==> src/rtl/pll_calc_pkg.sv <==
package pll_calc_pkg;

    localparam int RATE_W = 32;
    localparam int LPF_N  = 10;

    typedef enum logic [2:0] {
        S_IDLE, S_REF, S_FB, S_INT, S_SEED, S_MHZ
    } calc_st_e;

    localparam logic [RATE_W-1:0] LPF_THR [LPF_N] = '{
        32'd479_500_000, 32'd480_000_000, 32'd575_500_000, 32'd576_000_000,
        32'd610_500_000, 32'd659_500_000, 32'd671_500_000, 32'd672_000_000,
        32'd708_500_000, 32'd750_000_000
    };
    localparam logic [3:0] LPF_CODE [LPF_N] = '{
        4'd8, 4'd11, 4'd8, 4'd12, 4'd8, 4'd9, 4'd10, 4'd14, 4'd10, 4'd11
    };

    typedef struct packed {
        logic [3:0] code;
        logic       err;
    } lpf_sel_t;

    // scanned from the top down so the lowest matching entry wins
    function automatic lpf_sel_t lpf_pick(input logic [RATE_W-1:0] r);
        lpf_sel_t s;
        s.code = 4'd0;
        s.err  = 1'b1;
        for (int i = LPF_N - 1; i >= 0; i--) begin
            if (r <= LPF_THR[i]) begin
                s.code = LPF_CODE[i];
                s.err  = 1'b0;
            end
        end
        return s;
    endfunction

endpackage

==> src/rtl/seq_divider.sv <==
module seq_divider #(
    parameter int W = 32
) (
    input  logic         clk,
    input  logic         rst_n,
    input  logic         go,
    input  logic [W-1:0] dividend,
    input  logic [W-1:0] divisor,
    output logic         fin,
    output logic [W-1:0] quo,
    output logic [W-1:0] rem
);
    localparam int CW = $clog2(W + 1);

    typedef struct packed {
        logic          busy;
        logic          fin;
        logic [CW-1:0] cnt;
        logic [W-1:0]  quo;
        logic [W-1:0]  rem;
        logic [W-1:0]  dvs;
    } div_t;

    div_t q, d;
    logic [W:0] shifted;

    always_comb begin
        d       = q;
        d.fin   = 1'b0;
        shifted = {q.rem, q.quo[W-1]};
        if (go) begin
            d.busy = 1'b1;
            d.cnt  = CW'(W);
            d.quo  = dividend;
            d.rem  = '0;
            d.dvs  = divisor;
        end else if (q.busy) begin
            if (shifted >= {1'b0, q.dvs}) begin
                d.rem = W'(shifted - {1'b0, q.dvs});
                d.quo = {q.quo[W-2:0], 1'b1};
            end else begin
                d.rem = shifted[W-1:0];
                d.quo = {q.quo[W-2:0], 1'b0};
            end
            d.cnt = q.cnt - CW'(1);
            if (q.cnt == CW'(1)) begin
                d.busy = 1'b0;
                d.fin  = 1'b1;
            end
        end
    end

    always_ff @(posedge clk) begin
        if (!rst_n) q <= '0;
        else        q <= d;
    end

    assign fin = q.fin;
    assign quo = q.quo;
    assign rem = q.rem;
endmodule

==> src/rtl/lpf_lookup.sv <==
module lpf_lookup
    import pll_calc_pkg::*;
(
    input  logic [RATE_W-1:0] rate,
    output logic [3:0]        code,
    output logic              err
);
    lpf_sel_t sel;
    always_comb begin
        sel  = lpf_pick(rate);
        code = sel.code;
        err  = sel.err;
    end
endmodule

==> src/rtl/rev_rate.sv <==
module rev_rate #(
    parameter int RW     = 32,
    parameter int REF_HZ = 19_200_000
) (
    input  logic          dbl,
    input  logic          int_m,
    input  logic [5:0]    bdiv,
    input  logic [5:0]    dc,
    input  logic [15:0]   seed,
    output logic [RW-1:0] rate
);
    localparam logic [RW-1:0] REF1 = RW'(REF_HZ);
    localparam logic [RW-1:0] REF2 = RW'(2 * REF_HZ);

    logic [RW-1:0]      r;
    logic [RW+15:0]     frac_p;
    logic [RW-1:0]      whole;

    always_comb begin
        r      = dbl ? REF2 : REF1;
        frac_p = (RW+16)'(r) * (RW+16)'(seed);
        if (int_m) begin
            whole = RW'(r * RW'({1'b0, bdiv} + 7'd1));
            rate  = whole;
        end else begin
            whole = RW'(r * RW'({1'b0, dc} + 7'd1));
            rate  = whole + frac_p[RW+15:16];
        end
    end
endmodule

==> src/rtl/pll_rate_calc.sv <==
module pll_rate_calc
    import pll_calc_pkg::*;
#(
    parameter int REF_HZ = 19_200_000,
    parameter int MIN_HZ = 350_000_000,
    parameter int MAX_HZ = 750_000_000
) (
    input  logic        clk,
    input  logic        rst_n,
    input  logic        start,
    input  logic        reverse,
    input  logic [31:0] req_rate,
    input  logic        fld_dbl,
    input  logic        fld_int,
    input  logic [5:0]  fld_bdiv,
    input  logic [5:0]  fld_dc,
    input  logic [15:0] fld_seed,
    output logic        done,
    output logic        dbl_en,
    output logic        int_mode,
    output logic [5:0]  byp_div,
    output logic [5:0]  dc_off,
    output logic [7:0]  seed_lo,
    output logic [7:0]  seed_hi,
    output logic [3:0]  lpf_code,
    output logic        lpf_err,
    output logic [7:0]  cal_lo,
    output logic [7:0]  cal_hi,
    output logic [31:0] gen_rate,
    output logic [31:0] vco_rate
);
    localparam logic [RATE_W-1:0] REF_V   = RATE_W'(REF_HZ);
    localparam logic [RATE_W-1:0] FB_STEP = RATE_W'(REF_HZ / 500);
    localparam logic [RATE_W-1:0] LO_V    = RATE_W'(MIN_HZ);
    localparam logic [RATE_W-1:0] HI_V    = RATE_W'(MAX_HZ);
    localparam logic [RATE_W-1:0] MHZ     = RATE_W'(1_000_000);
    localparam logic [RATE_W-1:0] THOU    = RATE_W'(1000);

    typedef struct packed {
        calc_st_e          st;
        logic              go;
        logic [RATE_W-1:0] dvd;
        logic [RATE_W-1:0] dvs;
        logic [RATE_W-1:0] rate;
        // working copies, published only on completion
        logic              w_int;
        logic [5:0]        w_bdiv;
        logic [5:0]        w_dc;
        logic [15:0]       w_seed;
        logic [3:0]        w_lpf;
        logic              w_lerr;
        logic [RATE_W-1:0] w_gen;
        // published results
        logic              done;
        logic              o_dbl;
        logic              o_int;
        logic [5:0]        o_bdiv;
        logic [5:0]        o_dc;
        logic [15:0]       o_seed;
        logic [3:0]        o_lpf;
        logic              o_lerr;
        logic [15:0]       o_cal;
        logic [RATE_W-1:0] o_gen;
        logic [RATE_W-1:0] o_vco;
    } calc_t;

    calc_t q, d;

    logic [RATE_W-1:0] clamped;
    logic [3:0]        lk_code;
    logic              lk_err;
    logic [RATE_W-1:0] rev_v;
    logic              dv_fin;
    logic [RATE_W-1:0] dv_quo;
    logic [RATE_W-1:0] dv_rem;

    always_comb begin
        if (req_rate < LO_V)      clamped = LO_V;
        else if (req_rate > HI_V) clamped = HI_V;
        else                      clamped = req_rate;
    end

    lpf_lookup u_lpf (.rate(clamped), .code(lk_code), .err(lk_err));

    rev_rate #(.RW(RATE_W), .REF_HZ(REF_HZ)) u_rev (
        .dbl(fld_dbl), .int_m(fld_int), .bdiv(fld_bdiv),
        .dc(fld_dc), .seed(fld_seed), .rate(rev_v)
    );

    seq_divider #(.W(RATE_W)) u_div (
        .clk(clk), .rst_n(rst_n), .go(q.go), .dividend(q.dvd),
        .divisor(q.dvs), .fin(dv_fin), .quo(dv_quo), .rem(dv_rem)
    );

    always_comb begin
        d      = q;
        d.go   = 1'b0;
        d.done = 1'b0;
        unique case (q.st)
            S_IDLE: if (start) begin
                if (reverse) begin
                    d.o_vco = rev_v;
                    d.done  = 1'b1;
                end else begin
                    d.rate   = clamped;
                    d.w_lpf  = lk_code;
                    d.w_lerr = lk_err;
                    d.go     = 1'b1;
                    d.dvd    = clamped;
                    d.dvs    = REF_V;
                    d.st     = S_REF;
                end
            end
            S_REF: if (dv_fin) begin
                d.go = 1'b1;
                if (dv_rem == '0) begin
                    d.w_int  = 1'b1;
                    d.w_bdiv = 6'(dv_quo[5:0] - 6'd1);
                    d.w_dc   = '0;
                    d.w_seed = '0;
                    d.w_gen  = q.rate;
                    d.dvd    = q.rate;
                    d.dvs    = MHZ;
                    d.st     = S_MHZ;
                end else begin
                    d.w_int  = 1'b0;
                    d.w_bdiv = '0;
                    d.dvd    = q.rate;
                    d.dvs    = FB_STEP;
                    d.st     = S_FB;
                end
            end
            S_FB: if (dv_fin) begin
                d.w_gen = RATE_W'(dv_quo * FB_STEP);
                d.go    = 1'b1;
                d.dvd   = dv_quo;
                d.dvs   = THOU;
                d.st    = S_INT;
            end
            S_INT: if (dv_fin) begin
                d.w_dc = 6'(dv_quo[5:0] - 6'd1);
                d.go   = 1'b1;
                d.dvd  = {dv_rem[15:0], 16'd0};
                d.dvs  = THOU;
                d.st   = S_SEED;
            end
            S_SEED: if (dv_fin) begin
                d.w_seed = dv_quo[15:0];
                d.go     = 1'b1;
                d.dvd    = q.w_gen;
                d.dvs    = MHZ;
                d.st     = S_MHZ;
            end
            S_MHZ: if (dv_fin) begin
                d.o_dbl  = ~q.w_int;
                d.o_int  = q.w_int;
                d.o_bdiv = q.w_bdiv;
                d.o_dc   = q.w_dc;
                d.o_seed = q.w_seed;
                d.o_lpf  = q.w_lpf;
                d.o_lerr = q.w_lerr;
                d.o_cal  = dv_quo[15:0];
                d.o_gen  = q.w_gen;
                d.done   = 1'b1;
                d.st     = S_IDLE;
            end
            default: d.st = S_IDLE;
        endcase
    end

    always_ff @(posedge clk) begin
        if (!rst_n) begin
            q       <= '0;
            q.st    <= S_IDLE;
            q.o_int <= 1'b1;
            q.w_int <= 1'b1;
        end else begin
            q <= d;
        end
    end

    assign done     = q.done;
    assign dbl_en   = q.o_dbl;
    assign int_mode = q.o_int;
    assign byp_div  = q.o_bdiv;
    assign dc_off   = q.o_dc;
    assign seed_lo  = q.o_seed[7:0];
    assign seed_hi  = q.o_seed[15:8];
    assign lpf_code = q.o_lpf;
    assign lpf_err  = q.o_lerr;
    assign cal_lo   = q.o_cal[7:0];
    assign cal_hi   = q.o_cal[15:8];
    assign gen_rate = q.o_gen;
    assign vco_rate = q.o_vco;
endmodule

==> config.mk <==
export PLATFORM = sky130hd
export DESIGN_NAME = pll_rate_calc
export DESIGN_NICKNAME = d
export VERILOG_FILES = /design/src/rtl/pll_calc_pkg.sv /design/src/rtl/seq_divider.sv /design/src/rtl/lpf_lookup.sv /design/src/rtl/rev_rate.sv /design/src/rtl/pll_rate_calc.sv
export SDC_FILE = /design/constraint.sdc
export NUM_CORES = 2
export LEC_CHECK = 0
export BUFFER_PORTS_ARGS = -buffer_cell sky130_fd_sc_hd__buf_2
export CELL_PAD_IN_SITES_DETAIL_PLACEMENT = 1
export CELL_PAD_IN_SITES_GLOBAL_PLACEMENT = 1
export CORE_MARGIN = 4
export CORE_UTILIZATION = 52
export CTS_BUF_LIST = sky130_fd_sc_hd__clkbuf_16
export DETAILED_ROUTE_END_ITERATION = 7
export HOLD_SLACK_MARGIN = 0.08
export PLACE_DENSITY_LB_ADDON = 0.25
export REMOVE_ABC_BUFFERS = 1
export SYNTH_ARGS = -nofsm -noshare
export SYNTH_HDL_FRONTEND = slang
export SYNTH_HIERARCHICAL = 1
export SYNTH_SLANG_ARGS = --single-unit
==> constraint.sdc <==
create_clock -name clk -period 25.4 [get_ports clk]
set_input_delay 1.27 -clock clk [delete_from_list [all_inputs] [get_ports clk]]
set_output_delay 1.27 -clock clk [all_outputs]
set_load 0.005 [all_outputs]
Word-level counts from Yosys, hierarchy flattened. Index checks and enable logic that the tools add are counted.

Register bits: 386. Output and inout bits: 116. Logic and storage cells: 134.

Add/sub/neg operators: 6. $mul: 4. Magnitude comparators: 13. Eq/ne operators: 14. Mux-type cells: 45. Bitwise logic cells: 4. Reduce and logical (&&, ||, !) cells: 18.

Operators with widths (number): 65-bit case mux with 5 select lines (1); 68-bit two-way mux (4); 32-bit by 30-bit less-or-equal comparator with 1-bit output, second input constant (8); 100-bit two-way mux (2); 32-bit two-way mux (6); 84-bit two-way mux (1); 72-bit two-way mux (1); 70-bit two-way mux (1); 32-bit by 29-bit less-or-equal comparator with 1-bit output, second input constant (2); 32-bit by 32-bit multiplier with 32-bit output (2); 32-bit case mux with 2 select lines (1); 5-bit two-way mux (10); 32-bit by 16-bit multiplier with 48-bit output (1); 22-bit two-way mux (2); 33-bit by 32-bit greater-or-equal comparator with 1-bit output (1); 33-bit two-way mux (1); 32-bit adder (1); 32-bit by 30-bit greater-than comparator with 1-bit output, second input constant (1); 32-bit zero test (1); 32-bit by 29-bit less-than comparator with 1-bit output, second input constant (1); 32-bit by 7-bit multiplier with 23-bit output, second input constant (1); 16-bit case mux with 2 select lines (1); 32-bit subtractor (1); 26-bit two-way mux (1); other kinds (28) (52).

Logic depth before layout (Yosys ltp).
Word-level depth: 14. Gate-level depth with buffers: 43.

Hierarchy. Netlist, hierarchy kept.

Modules (own cells, without submodules): pll_rate_calc (instances 1, cells an instance 1754, area each 13942.1 µm², sequential area each 5165.0 µm²); rev_rate (instances 1, cells an instance 1212, area each 10680.2 µm², sequential area each 0.0 µm²); seq_divider (instances 1, cells an instance 823, area each 6814.0 µm², sequential area each 2082.0 µm²); lpf_lookup (instances 1, cells an instance 200, area each 1208.7 µm², sequential area each 0.0 µm²).

Worst setup path before layout. OpenSTA, ideal clock, no wires.

Kind: input port to flip-flop. From: input fld_dbl. To: register q, in the netlist vco_rate[30]. Setup time: 132 ps. Arrival: 10355 ps. Required time: 25268 ps. Path slack: 14913 ps. Cell stages on the path: 38. Cells stage by stage: buf_6 > clkbuf_1 > clkbuf_1 > clkbuf_1 > nand2_1 > fa_1 > fa_1 > inv_1 > fa_1 > fa_1 > fa_1 > inv_1 > fa_1 > inv_1 > ha_1 > nand4_1 > nand2_1 > nor2_1 > [2 not listed] > a21boi_0 > nor2_1 > xor2_1 > fa_1 > fa_1 > fa_1 > inv_1 > ha_1 > a21o_1 > a21oi_1 > o22ai_1 > o21ai_0 > a31oi_1 > o41ai_1 > xor2_1 > o2111ai_1 > nand2_1 > a21oi_1.

Word-level cells in the longest chain between the ends: 4. Elaborated cells between the ends (all ways): 6. Those cells by class: add/sub (1); mul (3); mux (2).

RTL lines: from (decl) (RTL line pll_rate_calc.sv:13) `input logic fld_dbl,`; 26-bit two-way mux * (RTL line rev_rate.sv:20) `r = dbl ? REF2 : REF1;`; 32-bit by 32-bit multiplier with 32-bit output / 32-bit by 16-bit multiplier with 48-bit output (equally long branches) (RTL line rev_rate.sv:26, rev_rate.sv:21); 32-bit adder (RTL line rev_rate.sv:27) `rate = whole + frac_p[RW+15:16];`; 32-bit two-way mux * (RTL line rev_rate.sv:22) `if (int_m) begin`; net rev_v[30] (RTL line pll_rate_calc.sv:72) `logic [RATE_W-1:0] rev_v;`; to (decl) (RTL line pll_rate_calc.sv:67) `calc_t q, d;`.

Mark *: on every way through the listed nets, which the timed path passes. The rest lies on a longest branch. A chain may end at the register's enable or synchronous reset.

Worst setup path in the final report. Same ends and word-level chain as after synthesis.

==> impl_metrics.py <==
metrics = {
    "die": {
        "fp.dieArea_mm2": 0.0669,
        "row_count": 91,
        "core_area_mm2": 0.0619,
        "die_height_um": 259,
        "die_w_um": 259,
        "start_util_pct": 52.7,
        "ios": 182,
    },
    "timing": {
        "fmax_mhz": 91.7,
        "skew_ns": 0.0164,
        "fin_setup_tns_ns": 0,
        "finalHoldViolCount": 0,
        "period_minus_slack_ns": 10.91,
        "fin_crit_sh_pct": 42.9,
        "setup_viol": 0,
        "max_slew_margin_pct": 22.7,
        "drv_slew": 0,
        "whs_ns": 0.449,
        "tightest_slew_ns": 1.15,
        "rsz0062_at_grt": "false",
    },
    "final_layout": {
        "final_cell_area_mm2": 0.0344,
        "syn2layout_area_growth_pct": 5.38,
        "final_common_cell": "inv_1",
        "nNetsFinal": 4536,
        "n_fill_cell": 7658,
        "final_cell_mix": "inv_1 (493), nand2_1 (468), dfxtp_1 (360)",
        "drive_gt1_share_pct": 8.94,
        "diodes": 0,
    },
    "detailed_routing": {
        "ant_nets": 0,
        "routed_wl_mm": 99.6,
        "firstDrtPassIters": 6,
        "drtIter0Drc": 1827,
        "route.detailed.drc": 0,
        "wire_per_inst_um": 20.7,
        "viasPerCell": 5.81,
        "vias": 27900,
    },
    "clocking": {
        "clk-insertion-delay-late_ns": 0.58,
        "clock-sinks": 362,
        "cts_tree": "yes",
        "clk_pin_slew_ns": 0.06,
        "cts_resized": 0,
        "numCtsBuffers": 44,
        "hold_buffers": 0,
        "cts_buffer_depth": 3,
        "cts_setup_buffers": 0,
        "h-tree-depth": 2,
        "cts_root_buffer": "clkbuf_16",
    },
    "logic_synthesis": {
        "ys_ff_latch": 362,
        "synth_compound_area_share_pct": 17.0,
        "synth_fa_ha_area_share_pct": 25.7,
        "yosys.area_share.simple_pct": 17.1,
        "ys_types": 108,
        "synth_top_family_by_area": "adder cells",
        "synth_edf_count": 0,
        "synthArstFlopShare_pct": 0,
        "yosys_warnings": 6,
        "synth_xor_xnor_area_share_pct": 2.84,
        "synth_area_mm2": 0.0326,
        "synth_mux_area_share_pct": 2.92,
        "synth_cells": 3989,
        "synth_ff_type": "dfxtp_1",
        "yosysSeqAreaShare_pct": 22.2,
        "avgSynthCellArea_um2": 8.18,
    },
    "setup_path": {
        "ff2ff_path_depth": 13,
        "path_common_cell": "fa_1",
        "critical-path-max-stage-delay_ns": 0.58,
        "crit_slowest_cell": "buf_4",
        "start_kind": "primary input",
        "cp-end-kind": "flip-flop",
        "crit_required_ns": 25.83,
        "critical_path_class": "primary input to flip-flop",
        "arrival_ns": 11.34,
        "r2r_start": "u_div/quo[7]$_SDFFE_PN0P_",
        "path_max_fanout": 73,
        "reg2reg_to": "q[140]$_SDFFE_PN0P_",
        "reg2reg_slack_ns": 20.47,
    },
    "grt": {
        "grt_pass1_wl_mm": 159,
        "grt_pass1_vias": 29200,
        "antenna_found_initial": 3,
        "grt.overflow.total": 0,
        "grt_max_degree": 90,
        "track_usage_pct": 29.2,
    },
    "placed_design": {
        "hpwl_mm": 73.9,
        "place_area_mm2": 0.0330,
        "portBuffers": 181,
        "gp_congestion": 0.943,
    },
    "status": {
        "outcome": "completed",
    },
    "hold_path": {
        "whs_path_depth": 2,
        "whs_endpoint": "dc_off[5]$_SDFFE_PN0P_",
        "hold_path_class": "flip-flop to flip-flop",
        "hp-start": "dc_off[5]$_SDFFE_PN0P_",
    },
    "flow_run": {
        "maxCapViolations": 0,
    },
}
[synthesized netlist by cell type, types with 7 or more instances]
| cell | n | share of area, % |
|---|---|---|
| inv_1 | 486 | 5.6 |
| nand2_1 | 468 | 5.4 |
| dfxtp_1 | 362 | 22 |
| a21oi_1 | 320 | 4.9 |
| ha_1 | 292 | 11 |
| fa_1 | 236 | 14 |
| o21ai_0 | 189 | 2.9 |
| buf_4 | 180 | 4.1 |
| nor2_1 | 169 | 1.9 |
| clkbuf_1 | 168 | 1.9 |
| nand3_1 | 118 | 1.8 |
| mux2i_1 | 92 | 2.8 |
| xnor2_1 | 73 | 2.0 |
| and2_1 | 67 | 1.3 |
| nor2b_1 | 65 | 1.2 |
| nor3_1 | 60 | 0.92 |
| a31oi_1 | 43 | 0.82 |
| nand4_1 | 42 | 0.80 |
| a21o_1 | 39 | 0.90 |
| a22oi_1 | 36 | 0.83 |
| xor2_1 | 33 | 0.89 |
| nor4_1 | 28 | 0.54 |
| o211ai_1 | 28 | 0.64 |
| nand2b_1 | 26 | 0.50 |
| o21bai_1 | 24 | 0.55 |
| or3_1 | 23 | 0.44 |
| and3_1 | 22 | 0.42 |
| o21a_1 | 20 | 0.46 |
| a222oi_1 | 16 | 0.49 |
| o31ai_1 | 14 | 0.32 |
| buf_1 | 13 | 0.15 |
| buf_2 | 13 | 0.20 |
| a211oi_1 | 12 | 0.28 |
| a41oi_1 | 12 | 0.32 |
| or2_2 | 12 | 0.23 |
| o21ai_1 | 9 | 0.14 |
| o221ai_1 | 8 | 0.21 |
| o31a_1 | 7 | 0.19 |
[per-stage QoR]
stage          instances  setup WS, ns  utilization [%]
3_3_place_gp        4733         14.38             53.3
3_5_place_dp        4733         14.02             53.3
5_1_grt             4809         13.89             55.5
2_1_floorplan       3684         15.56                -
6_report            4809         14.49             55.5
4_1_cts             4809         14.56             55.5
[flip-flops by register name (all words and copies together), names as in the netlist, 4 cells and up]
register,count
u_div/rem,32
seed_lo,8
byp_div,6
cal_lo,8
cal_hi,8
gen_rate,32
q,142
u_div/q,39
lpf_code,4
vco_rate,32
u_div/quo,32
seed_hi,8
dc_off,6
[worst max path at each step]
stage	start	cells after the start	slack, ns	endpoint
2_1_floorplan	fld_seed[15]	36	15.56	vco_rate[30]$_SDFFE_PN0P_
3_3_place_gp	fld_dbl	37	14.38	vco_rate[30]$_SDFFE_PN0P_
3_5_place_dp	fld_dbl	37	14.02	vco_rate[30]$_SDFFE_PN0P_
4_1_cts	fld_dbl	37	14.56	vco_rate[30]$_SDFFE_PN0P_
5_1_grt	fld_dbl	36	13.89	vco_rate[29]$_SDFFE_PN0P_
6_report	fld_dbl	37	14.49	vco_rate[30]$_SDFFE_PN0P_
[routing by layer]
| layer | vias to the layer above | part of all wire, % | global-route usage, % |
|---|---|---|---|
| li1 | 13100 | - | - |
| met1 | 13900 | 44 | 39.5 |
| met2 | 714 | 48 | 49.4 |
| met3 | 176 | 5.1 | 3.47 |
| met4 | 6 | 3.0 | 8.86 |
| met5 | - | 0.031 | 0 |
[worst max-delay path: cells and delay by family]
family,cells,cell delay [ns]
compound gates,11,2.33
simple gates,6,0.81
xor+xnor,2,0.40
fa+ha+maj,11,5.56
buf+inv,7,0.95
[cells by family (layout without fill, tap and decap cells)]
group                      after synthesis  count (layout)
and+or+nand+nor                       1154            1154
AOI/OAI and AO/OA                      873             873
buffers and inverters                  868             775
adders and majority gates              528             528
DFF                                    362             362
xor gates and xnor gates               106             106
muxes                                   95              95
other                                    3              79
[layout make-up]
class                   instances  area [µm²]  area share (%)
well taps                     837        1050            3.04
clock buffers                  45        1130            3.27
multi-input cells            2835       21700            63.2
flip-flops and latches        362        7250            21.1
repair buffers                212        1140            3.32
inverters                     487        1830            5.33
clock inverters                31         251           0.731
Power is not shown: default switching activity piles up to over one toggle a cycle in this logic, so the estimate is an artifact.
